File: config.mk
export PLATFORM = sky130hd
export DESIGN_NAME = ext_bus_gap_ctrl
export DESIGN_NICKNAME = d
export VERILOG_FILES = /design/src/rtl/ext_bus_gap_ctrl.sv
export SDC_FILE = /design/constraint.sdc
export NUM_CORES = 1
export LEC_CHECK = 0
export BUFFER_PORTS_ARGS = -buffer_cell sky130_fd_sc_hd__buf_2
export CORE_ASPECT_RATIO = 0.5
export CORE_UTILIZATION = 46
export CTS_CLUSTER_DIAMETER = 200
export CTS_CLUSTER_SIZE = 20
export DETAILED_ROUTE_END_ITERATION = 12
export GPL_ROUTABILITY_DRIVEN = 0
export GPL_TIMING_DRIVEN = 0
export PLACE_DENSITY = 0.77
export RECOVER_POWER = 50
export SLEW_MARGIN = 20
export SYNTH_ARGS = -nofsm -noshare
export SYNTH_HDL_FRONTEND = slang
export SYNTH_SLANG_ARGS = --single-unit
File: constraint.sdc
create_clock -name clk -period 2.3 [get_ports clk]
set_input_delay 0.115 -clock clk [delete_from_list [all_inputs] [get_ports clk]]
set_output_delay 0.115 -clock clk [all_outputs]
set_load 0.005 [all_outputs]
File: src/rtl/ext_bus_gap_ctrl.sv
module ext_bus_gap_ctrl #(
  parameter int AW       = 24,
  parameter int IO_TAG_W = 8
) (
  input  logic          clk,
  input  logic          rst_n,
  input  logic          gap_en,
  input  logic          req,
  input  logic          rnw,
  input  logic [AW-1:0] addr,
  input  logic [15:0]   wdata,
  input  logic [1:0]    lanes,
  output logic [AW-1:0] bus_addr,
  output logic [15:0]   bus_dout,
  output logic          bus_oe,
  input  logic [15:0]   bus_din,
  output logic          as_n,
  output logic          ios_n,
  output logic          cs_n,
  output logic          rd_n,
  output logic          hwr_n,
  output logic          lwr_n,
  output logic [15:0]   rdata,
  output logic          done
);
  localparam logic [2:0] S_IDLE = 3'd0;
  localparam logic [2:0] S_GAP  = 3'd1;
  localparam logic [2:0] S_T1   = 3'd2;
  localparam logic [2:0] S_T2   = 3'd3;
  localparam logic [2:0] S_T3   = 3'd4;

  logic [2:0]    state;
  logic [AW-1:0] addr_q;
  logic [15:0]   wdata_q;
  logic [1:0]    lanes_q;
  logic          rnw_q;
  logic          last_rd;
  logic          active;
  logic          io_sel;
  logic          gap_now;

  always_ff @(posedge clk or negedge rst_n) begin
    if (!rst_n) begin
      state   <= S_IDLE;
      addr_q  <= '0;
      wdata_q <= '0;
      lanes_q <= '0;
      rnw_q   <= 1'b1;
      last_rd <= 1'b0;
      rdata   <= '0;
      done    <= 1'b0;
    end else begin
      done <= 1'b0;
      case (state)
        S_IDLE: if (req) begin
          addr_q  <= addr;
          wdata_q <= wdata;
          lanes_q <= lanes;
          rnw_q   <= rnw;
          state   <= (!rnw && gap_en && last_rd) ? S_GAP : S_T1;
        end
        S_GAP: state <= S_T1;
        S_T1:  state <= S_T2;
        S_T2: begin
          if (rnw_q) state <= S_T3;
          else begin
            state   <= S_IDLE;
            done    <= 1'b1;
            last_rd <= 1'b0;
          end
        end
        S_T3: begin
          rdata   <= bus_din;
          done    <= 1'b1;
          last_rd <= 1'b1;
          state   <= S_IDLE;
        end
        default: state <= S_IDLE;
      endcase
    end
  end

  assign gap_now  = (state == S_GAP);
  assign active   = (state == S_T1) || (state == S_T2) || (state == S_T3);
  assign io_sel   = &addr_q[AW-1 -: IO_TAG_W];

  assign bus_addr = addr_q;
  assign bus_dout = wdata_q;
  assign bus_oe   = active && !rnw_q;
  assign as_n     = !active;
  assign ios_n    = !(active && io_sel);
  assign cs_n     = !(active && !io_sel);
  assign rd_n     = !(active && rnw_q);
  assign hwr_n    = !(active && !rnw_q && lanes_q[1]);
  assign lwr_n    = !(active && !rnw_q && lanes_q[0]);
endmodule


## Word level (Yosys, flattened, before mapping)

Index checks and enable logic that the tools add are counted.

| word-level totals | value |
|---|---|
| bits in registers | 64 |
| output and inout port bits | 64 |
| bits of input ports | 63 |
| word-level logic and storage cells | 46 |

| operators by class | value |
|---|---|
| multiplexer cells | 8 |
| reductions and logical operators | 24 |
| equal/unequal tests | 6 |

Operators with widths:

| kind | number |
|---|---|
| 3-bit one-hot mux with 4 select lines | 1 |
| 1-bit zero test | 9 |
| 1-bit logical AND | 8 |
| 8-bit AND reduction | 1 |
| 3-bit by 2-bit == test with 1-bit output (second input constant) | 2 |
| 3-bit two-way mux | 2 |
| 2-bit inequality test (second input constant) | 2 |
| 1-bit one-hot mux with 2 select lines | 2 |
| 2-bit AND reduction | 2 |
| 3-bit by 1-bit == test with 1-bit output (second input constant) | 1 |
| 3-bit == test (second input constant) | 1 |
| 3-bit zero test | 1 |
| 1-bit logical OR | 2 |
| 1-bit two-way mux | 2 |
| 2-bit two-way mux | 1 |
| 2-bit nonzero test | 1 |

## Longest topological paths before layout

Gate-level depths: netlist of run 1.

| depth | value |
|---|---|
| depth in word-level cells | 6 |
| gate-level depth with buffers | 4 |
| mapped depth without buffers | 2 |

## Worst setup path after synthesis of run 1

Ideal clock, no wire load.

| timing | value |
|---|---|
| path kind | reg2reg |
| start point | reg state[2] |
| end point | reg addr_q[10] (netlist: bus_addr[10]) |
| stages on the path, launching flop included | 5 |
| data required time | 2.175 ns |
| slack | 0.674 ns |
| library setup time | 0.125 ns |
| arrival | 1.500 ns |
| path buffers | 2 |
| cell sequence | dfrtp_1 -> buf_6 -> nor4b_4 -> buf_6 -> mux2_4 |

| on the way | value |
|---|---|
| longest elaborated chain between the ends | 2 |

Ends and longest elaborated chain:

| item | line | source |
|---|---|---|
| from (decl) | 32 | `logic [2:0] state;` |
| from (signal assigned) | 60 | `state <= (!rnw && gap_en && last_rd) ? S_GAP : S_T1;` |
| 3-bit zero test | 54 | `case (state)` |
| 2-bit AND reduction (no source line) | n/a |  |
| to (signal assigned) | 56 | `addr_q <= addr;` |
| to (decl) | 33 | `logic [AW-1:0] addr_q;` |

No other way between the ends.
A chain may end at the register's enable or synchronous reset.

## Final worst setup path of run 1

| timing | value |
|---|---|
| start point | reg state[1] |
| end point | out ios_n |

| on the way | value |
|---|---|
| longest elaborated chain between the ends | 5 |
| elaborated cells between the ends (all ways) | 7 |
| classes of those cells | eq/ne (3); reduce/logical (4) |

Ends and longest elaborated chain:

| item | line | source |
|---|---|---|
| 3-bit by 2-bit == test with 1-bit output | 84 | `assign active = (state == S_T1) \|\| (state == S_T2) \|\| (state == S_T3);` |
| 1-bit logical OR | 84 |  |
| 1-bit logical OR * | 84 |  |
| 1-bit logical AND * | 91 | `assign ios_n = !(active && io_sel);` |
| 1-bit zero test * | 91 |  |
| to (decl) | 18 | `output logic ios_n,` |

Mark *: on every way between the ends. The rest lies on a longest branch, timed or not.

==> impl_metrics.ini, run 1 <==
[job]
max_capacitance_violation_count = 1

[floorplanning]
die_y_um = 55.3
design.portCount = 127
start_util = 0.504
chipWidth_um = 109
die_area_sq_um = 6000
design.core.area_sq_um = 5180
std_cell_rows = 18

[logic_synthesis]
yosysTopAreaCellShare = 0.604
post_synth_num_cell_types = 28
ys.warnings.count = 0
synth.ff_latch_count = 64
ys_seq_area_frac = 0.614
postSynthAreaPerCell_sq_um = 16.2
synthCells = 161
synth.cell_area_sq_um = 2610
syn_nets = 224
netlist_top_cells_area = sky130_fd_sc_hd__dfrtp_1, sky130_fd_sc_hd__mux2_2, sky130_fd_sc_hd__mux2_4
dominant_cell_type_by_area_after_synthesis = sky130_fd_sc_hd__dfrtp_1

[drt]
route.detailed.vias_per_inst = 4.75
drc = 0
vias = 1771
routed_wl_um = 5370
drt_first_iter_violations = 72
detail_route.first_pass.iterations = 4
routedWlPerCell_um = 14.4
detail-route-antenna-nets = 0

[sta]
max_slew.worst_pin.slew_ns = 1.52
timing.final.crit_period_ns = 2.00
grt_setup_unrepaired = no
setup_viol_count_final = 0
totalNegativeSetupSlack_ns = 0
report.final.slew_viol_count = 65
timing.final.crit_share = 0.870
hold_viol = 0
timing.clock.skew_ns = 0.00464
maxClockFrequency_mhz = 500
max-slew-margin-rel = -0.0150

[grt]
pin_count_of_the_biggest_net_entering_global_routing = 65
global_route_wire_length_before_repair_um = 8690
grt_util_all_layers = 0.191
antenna_found_initial = 0
first_global_vias = 1850
gr-total-overflow = 0

[power_and_ir_drop]
static-leakage-power_nw = 1.75
max-vdd-ir-drop_v = 0.000790
pwr_density_cell_nw_per_um2 = 1380

[finish]
diodes = 0
fraction_of_final_layout_cells_sized_beyond_drive_strength_1 = 0.644
seq_area_sq_um = 1600
fin_area_sq_um = 3590
nFillCells = 401
areaGrowthSynthToFinish_pct = 37.5
design.final.nets = 362
multiInputGateArea_sq_um = 916

[place]
number_of_port_buffers = 126
place.detailed.hpwl_um = 3950
placedInstanceArea_sq_um = 3330

[worst_setup_path]
path_max_fanout = 10
critPathKind = reg2out
rr_startpoint = state[1]
arrival_ns = 1.89
end_kind = output pin
critPathLaunch = state[1]
worstSetupStartpointType = register
cp_data_required_time_ns = 2.18

[status]
status = finished with violations
failed_checks = max-capacitance violations, max-slew violations

[clocking]
clock_sink_count = 64
cts_buffer_depth = 2
tritoncts.num_buffers = 9
cts_tree = done
cts.root.buffer_cell = sky130_fd_sc_hd__clkbuf_16
worst_skew_pair.late_latency_ns = 0.31
cts_clock_pin_slew_for_the_worst_setup_and_hold_paths_ns = 0.05
clock_tree.htree_level_count = 3

[hold_path]
holdCritStartpoint = wdata[0]
worstHoldPathType = in2reg
[logic make-up after synthesis]
logic type / synth area share
AOI/OAI and AO/OA: 0.0326
DFF: 0.614
muxes: 0.269
xor gates and xnor gates: 0.00335
and+or+nand+nor: 0.0460
buffers and inverters: 0.0355
[placed cells by master (no fill, tap or decap), types with 2 or more instances in the layout]
| cell type | netlist | layout |
|---|---|---|
| sky130_fd_sc_hd__inv_1 | 2 | 2 |
| sky130_fd_sc_hd__clkbuf_16 | 0 | 9 |
| sky130_fd_sc_hd__buf_2 | 2 | 108 |
| sky130_fd_sc_hd__dfrtp_1 | 63 | 63 |
| sky130_fd_sc_hd__o21ai_0 | 3 | 3 |
| sky130_fd_sc_hd__clkbuf_1 | 0 | 20 |
| sky130_fd_sc_hd__clkinv_2 | 0 | 2 |
| sky130_fd_sc_hd__nor2b_1 | 4 | 4 |
| sky130_fd_sc_hd__mux2_4 | 10 | 10 |
| sky130_fd_sc_hd__nor2_1 | 2 | 2 |
| sky130_fd_sc_hd__buf_6 | 6 | 6 |
| sky130_fd_sc_hd__and4_1 | 2 | 2 |
| sky130_fd_sc_hd__mux2_2 | 49 | 49 |
| sky130_fd_sc_hd__clkbuf_8 | 0 | 2 |
[sequential cells by signal, indices dropped and copies added (netlist names)]
| signal | cells |
|---|---|
| done | 1 |
| bus_addr | 24 |
| state | 3 |
| last_rd | 1 |
| rnw_q | 1 |
| bus_dout | 16 |
| lanes_q | 2 |
| rdata | 16 |
[critical path, cell delays in order, from the launching register on]
cell                       delay (ns)
sky130_fd_sc_hd__dfrtp_1         0.35
sky130_fd_sc_hd__clkbuf_1        0.23
sky130_fd_sc_hd__nor3b_2         0.44
sky130_fd_sc_hd__buf_2           0.29
sky130_fd_sc_hd__o211ai_1        0.12
sky130_fd_sc_hd__buf_2           0.14
[synthesized netlist by cell type]
| cell | count |
|---|---|
| sky130_fd_sc_hd__nor3b_2 | 1 |
| sky130_fd_sc_hd__and4_1 | 2 |
| sky130_fd_sc_hd__nor3b_1 | 1 |
| sky130_fd_sc_hd__o211ai_1 | 1 |
| sky130_fd_sc_hd__a32o_1 | 1 |
| sky130_fd_sc_hd__xor2_1 | 1 |
| sky130_fd_sc_hd__o21bai_1 | 1 |
| sky130_fd_sc_hd__o21ba_2 | 1 |
| sky130_fd_sc_hd__nor4b_4 | 1 |
| sky130_fd_sc_hd__buf_6 | 6 |
| sky130_fd_sc_hd__inv_1 | 2 |
| sky130_fd_sc_hd__o2bb2ai_1 | 1 |
| sky130_fd_sc_hd__o21ai_0 | 3 |
| sky130_fd_sc_hd__dfrtp_1 | 63 |
| sky130_fd_sc_hd__nor2b_1 | 4 |
| sky130_fd_sc_hd__or2_2 | 1 |
| sky130_fd_sc_hd__a31o_2 | 1 |
| sky130_fd_sc_hd__nor2_1 | 2 |
| sky130_fd_sc_hd__dfstp_2 | 1 |
| sky130_fd_sc_hd__mux2_2 | 49 |
| sky130_fd_sc_hd__a211oi_1 | 1 |
| sky130_fd_sc_hd__buf_2 | 2 |
| sky130_fd_sc_hd__mux2_4 | 10 |
| sky130_fd_sc_hd__nand2_1 | 1 |
| sky130_fd_sc_hd__buf_4 | 1 |
| sky130_fd_sc_hd__nand4b_1 | 1 |
| sky130_fd_sc_hd__o311a_1 | 1 |
| sky130_fd_sc_hd__nand3b_1 | 1 |
[what timing repair did]
item                                   in CTS  in global routing
gates resized for setup                     0                  0
endpoints found under the hold margin      63                  0
hold buffers                                1                  0
buffers inserted                            0                  0
[layout make-up]
type | instances | area share
Tap cell | 70 | 0.0244
Inverter | 2 | 0.00209
Multi-Input combinational cell | 86 | 0.255
Clock buffer | 12 | 0.0715
Timing Repair Buffer | 127 | 0.172
Sequential cell | 64 | 0.446
Clock inverter | 3 | 0.00488
Buffer | 9 | 0.0234
[per-stage QoR]
| stage | setup WS [ns] | total power, mW | util | hold WS, ns | instances |
|---|---|---|---|---|---|
| after floorplan | 0.674 | 3.02 | - | -0.181 | 161 |
| after global placement | 0.505 | 3.73 | 0.643 | 0.346 | 357 |
| after detailed placement | 0.421 | 3.84 | 0.643 | 0.253 | 357 |
| after CTS | 0.372 | 5.08 | 0.698 | 0.0226 | 373 |
| after global routing | 0.176 | 5.29 | 0.693 | 0.0193 | 373 |
| final | 0.299 | 4.97 | 0.693 | 0.0302 | 373 |
[final timing paths]
check                               end  slack, ns  depth (start not counted)
hold reg to reg             bus_addr[3]       0.50                          1
setup reg to reg           bus_dout[15]       0.40                          4
max in group asynchronous      rdata[4]       0.66                          2
hold / removal              bus_dout[0]       0.03                          2
min in group asynchronous  bus_addr[14]       0.72                          2
setup / recovery                  ios_n       0.30                          5
[per-layer routing]
metal | global-route usage | vias to the layer above | part of all wire
li1 | - | 848 | -
met1 | 0.214 | 874 | 0.41
met2 | 0.350 | 45 | 0.54
met3 | 0.0519 | 4 | 0.044
met4 | 0.0637 | 0 | 0.0080
met5 | 0 | - | 0
[power by group]
| part | switching (mW) | internal (mW) |
|---|---|---|
| clock network | 0.434 | 0.777 |
| logic | 0.703 | 1.06 |
| registers | 0.296 | 1.69 |
| total | 1.43 | 3.54 |
No activity file was read; power rests on OpenSTA's default activity.
==> run 2: changes to the inputs <==
MAX_ROUTING_LAYER = met4   (was default)
==> impl_metrics.ini, run 2 (synthesized netlist as in run 1, its figures left out) <==
[status]
status = finished with violations
failed_checks = max-capacitance violations, max-slew violations

[drt]
drc = 0
routed_wl_um = 5370
route.detailed.vias_per_inst = 4.75
vias = 1772
detail_route.first_pass.iterations = 4
detail-route-antenna-nets = 0
drt_first_iter_violations = 72
routedWlPerCell_um = 14.4

[finish]
final_cell_mix = sky130_fd_sc_hd__buf_2, sky130_fd_sc_hd__dfrtp_1, sky130_fd_sc_hd__mux2_2
design.final.nets = 362
diodes = 0
largest_register_ff_count = 24
fraction_of_final_layout_cells_sized_beyond_drive_strength_1 = 0.644
fin_cells = 373
areaGrowthSynthToFinish_pct = 37.5
layout_commonest_cell = sky130_fd_sc_hd__buf_2

[grt]
gr-total-overflow = 0
antenna_found_initial = 0
grt_util_all_layers = 0.197
global_route_wire_length_before_repair_um = 8690
first_global_vias = 1850
pin_count_of_the_biggest_net_entering_global_routing = 65

[power_and_ir_drop]
static-leakage-power_nw = 1.75
max-vdd-ir-drop_v = 0.000789
pwr_density_cell_nw_per_um2 = 1380
p_total_mw = 4.97

[clocking]
cts.root.buffer_cell = sky130_fd_sc_hd__clkbuf_16
cts_tree = done
tritoncts.num_buffers = 9
worst_skew_pair.late_latency_ns = 0.31
clock_sink_count = 64
cts_buffer_depth = 2
cts_clock_pin_slew_for_the_worst_setup_and_hold_paths_ns = 0.05
clock_tree.htree_level_count = 3

[worst_setup_path]
worstSetupStartpointType = register
rr_startpoint = state[1]
path_max_fanout = 10
arrival_ns = 1.89
crit_path_max_incr_delay_ns = 0.44
crit_chain = clkbuf_1, nor3b_2, buf_2, o211ai_1, buf_2
critPathKind = reg2out
crit_path_frequent_cell = sky130_fd_sc_hd__buf_2
crit_slowest_cell = sky130_fd_sc_hd__nor3b_2
number_of_cells_on_the_worst_reg_to_reg_path = 4
cp_num_buf_inv = 3
cp_data_required_time_ns = 2.18
critPathLaunch = state[1]
end_kind = output pin
worst-r2r-setup-slack_ns = 0.40
cp_top_family = buffers and inverters
critical_path.reg2reg.endpoint = bus_dout[15]

[sta]
setup_viol_count_final = 0
max_slew.worst_pin.slew_ns = 1.52
hold_viol = 0
post-route-worst-setup-slack_ns = 0.299
timing.final.crit_share = 0.870
totalNegativeSetupSlack_ns = 0
grt_setup_unrepaired = no
report.final.slew_viol_count = 65
holdWs_ns = 0.0302
timing.clock.skew_ns = 0.00498
max-slew-margin-rel = -0.0166
timing.final.crit_period_ns = 2.00
maxClockFrequency_mhz = 500

[hold_path]
holdCritStartpoint = wdata[0]
worstHoldPathType = in2reg
whs_endpoint = bus_dout[0]
hold-path-cell-count = 2

[place]
number_of_port_buffers = 126
dp.cells = 357
dpl_worst_slack_ns = 0.421
place.detailed.hpwl_um = 3950

[floorplanning]
die_y_um = 55.3
design.portCount = 127
std_cell_rows = 18
design.core.area_sq_um = 5180
start_util = 0.504
chipWidth_um = 109
die_area_sq_um = 6000

[job]
max_capacitance_violation_count = 1
## run 2: worst max path at each step
stage | end | slack, ns | depth (start not counted)
finish | ios_n | 0.30 | 5
floorplan | bus_addr[10] | 0.67 | 4
global route | bus_oe | 0.18 | 5
detailed placement | bus_dout[15] | 0.42 | 4
global placement | bus_addr[9] | 0.51 | 4
CTS | bus_oe | 0.37 | 5
## run 2: final cells by class
class	count	area (sq um)
Sequential cell	64	1600
Timing Repair Buffer	127	618
Multi-Input combinational cell	86	916
Clock inverter	3	17.5
Buffer	9	83.8
Clock buffer	12	256
Inverter	2	7.51
Tap cell	70	87.6
Fill cell	401	1590
## run 2: stage by stage
stage          cell area, sq um  utilization
4_1_cts                    3620        0.698
3_5_place_dp               3330        0.643
2_1_floorplan              2610            -
3_3_place_gp               3330        0.643
5_1_grt                    3590        0.693
6_report                   3590        0.693
## run 2: power breakdown
part | internal (mW) | switching (mW) | total (mW)
registers | 1.69 | 0.296 | 1.99
logic | 1.06 | 0.703 | 1.77
clock network | 0.776 | 0.433 | 1.21
total | 3.54 | 1.43 | 4.97
## run 2: per-layer routing
metal / up-vias / global-route usage / part of all wire / routed length, um
met5: - / - / 0 / 0
met4: 0 / 0.0637 / 0.0082 / 44
met3: 4 / 0.0519 / 0.044 / 236
met2: 45 / 0.351 / 0.54 / 2910
met1: 875 / 0.213 / 0.41 / 2180
li1: 848 / - / - / -
## run 2: repair_timing
action                                 CTS  global route
setup buffers                            0             0
endpoints found under the hold margin   63             0
resized for setup                        0             0
hold buffers                             1             0
## run 2: worst reg2reg max path: cells and delay by family, from the launching register on
kind	cells	cell delay (ns)
multiplexers	1	0.35
flip-flops	1	0.35
AND/OR/NAND/NOR	1	0.62
buffers and inverters	2	0.47
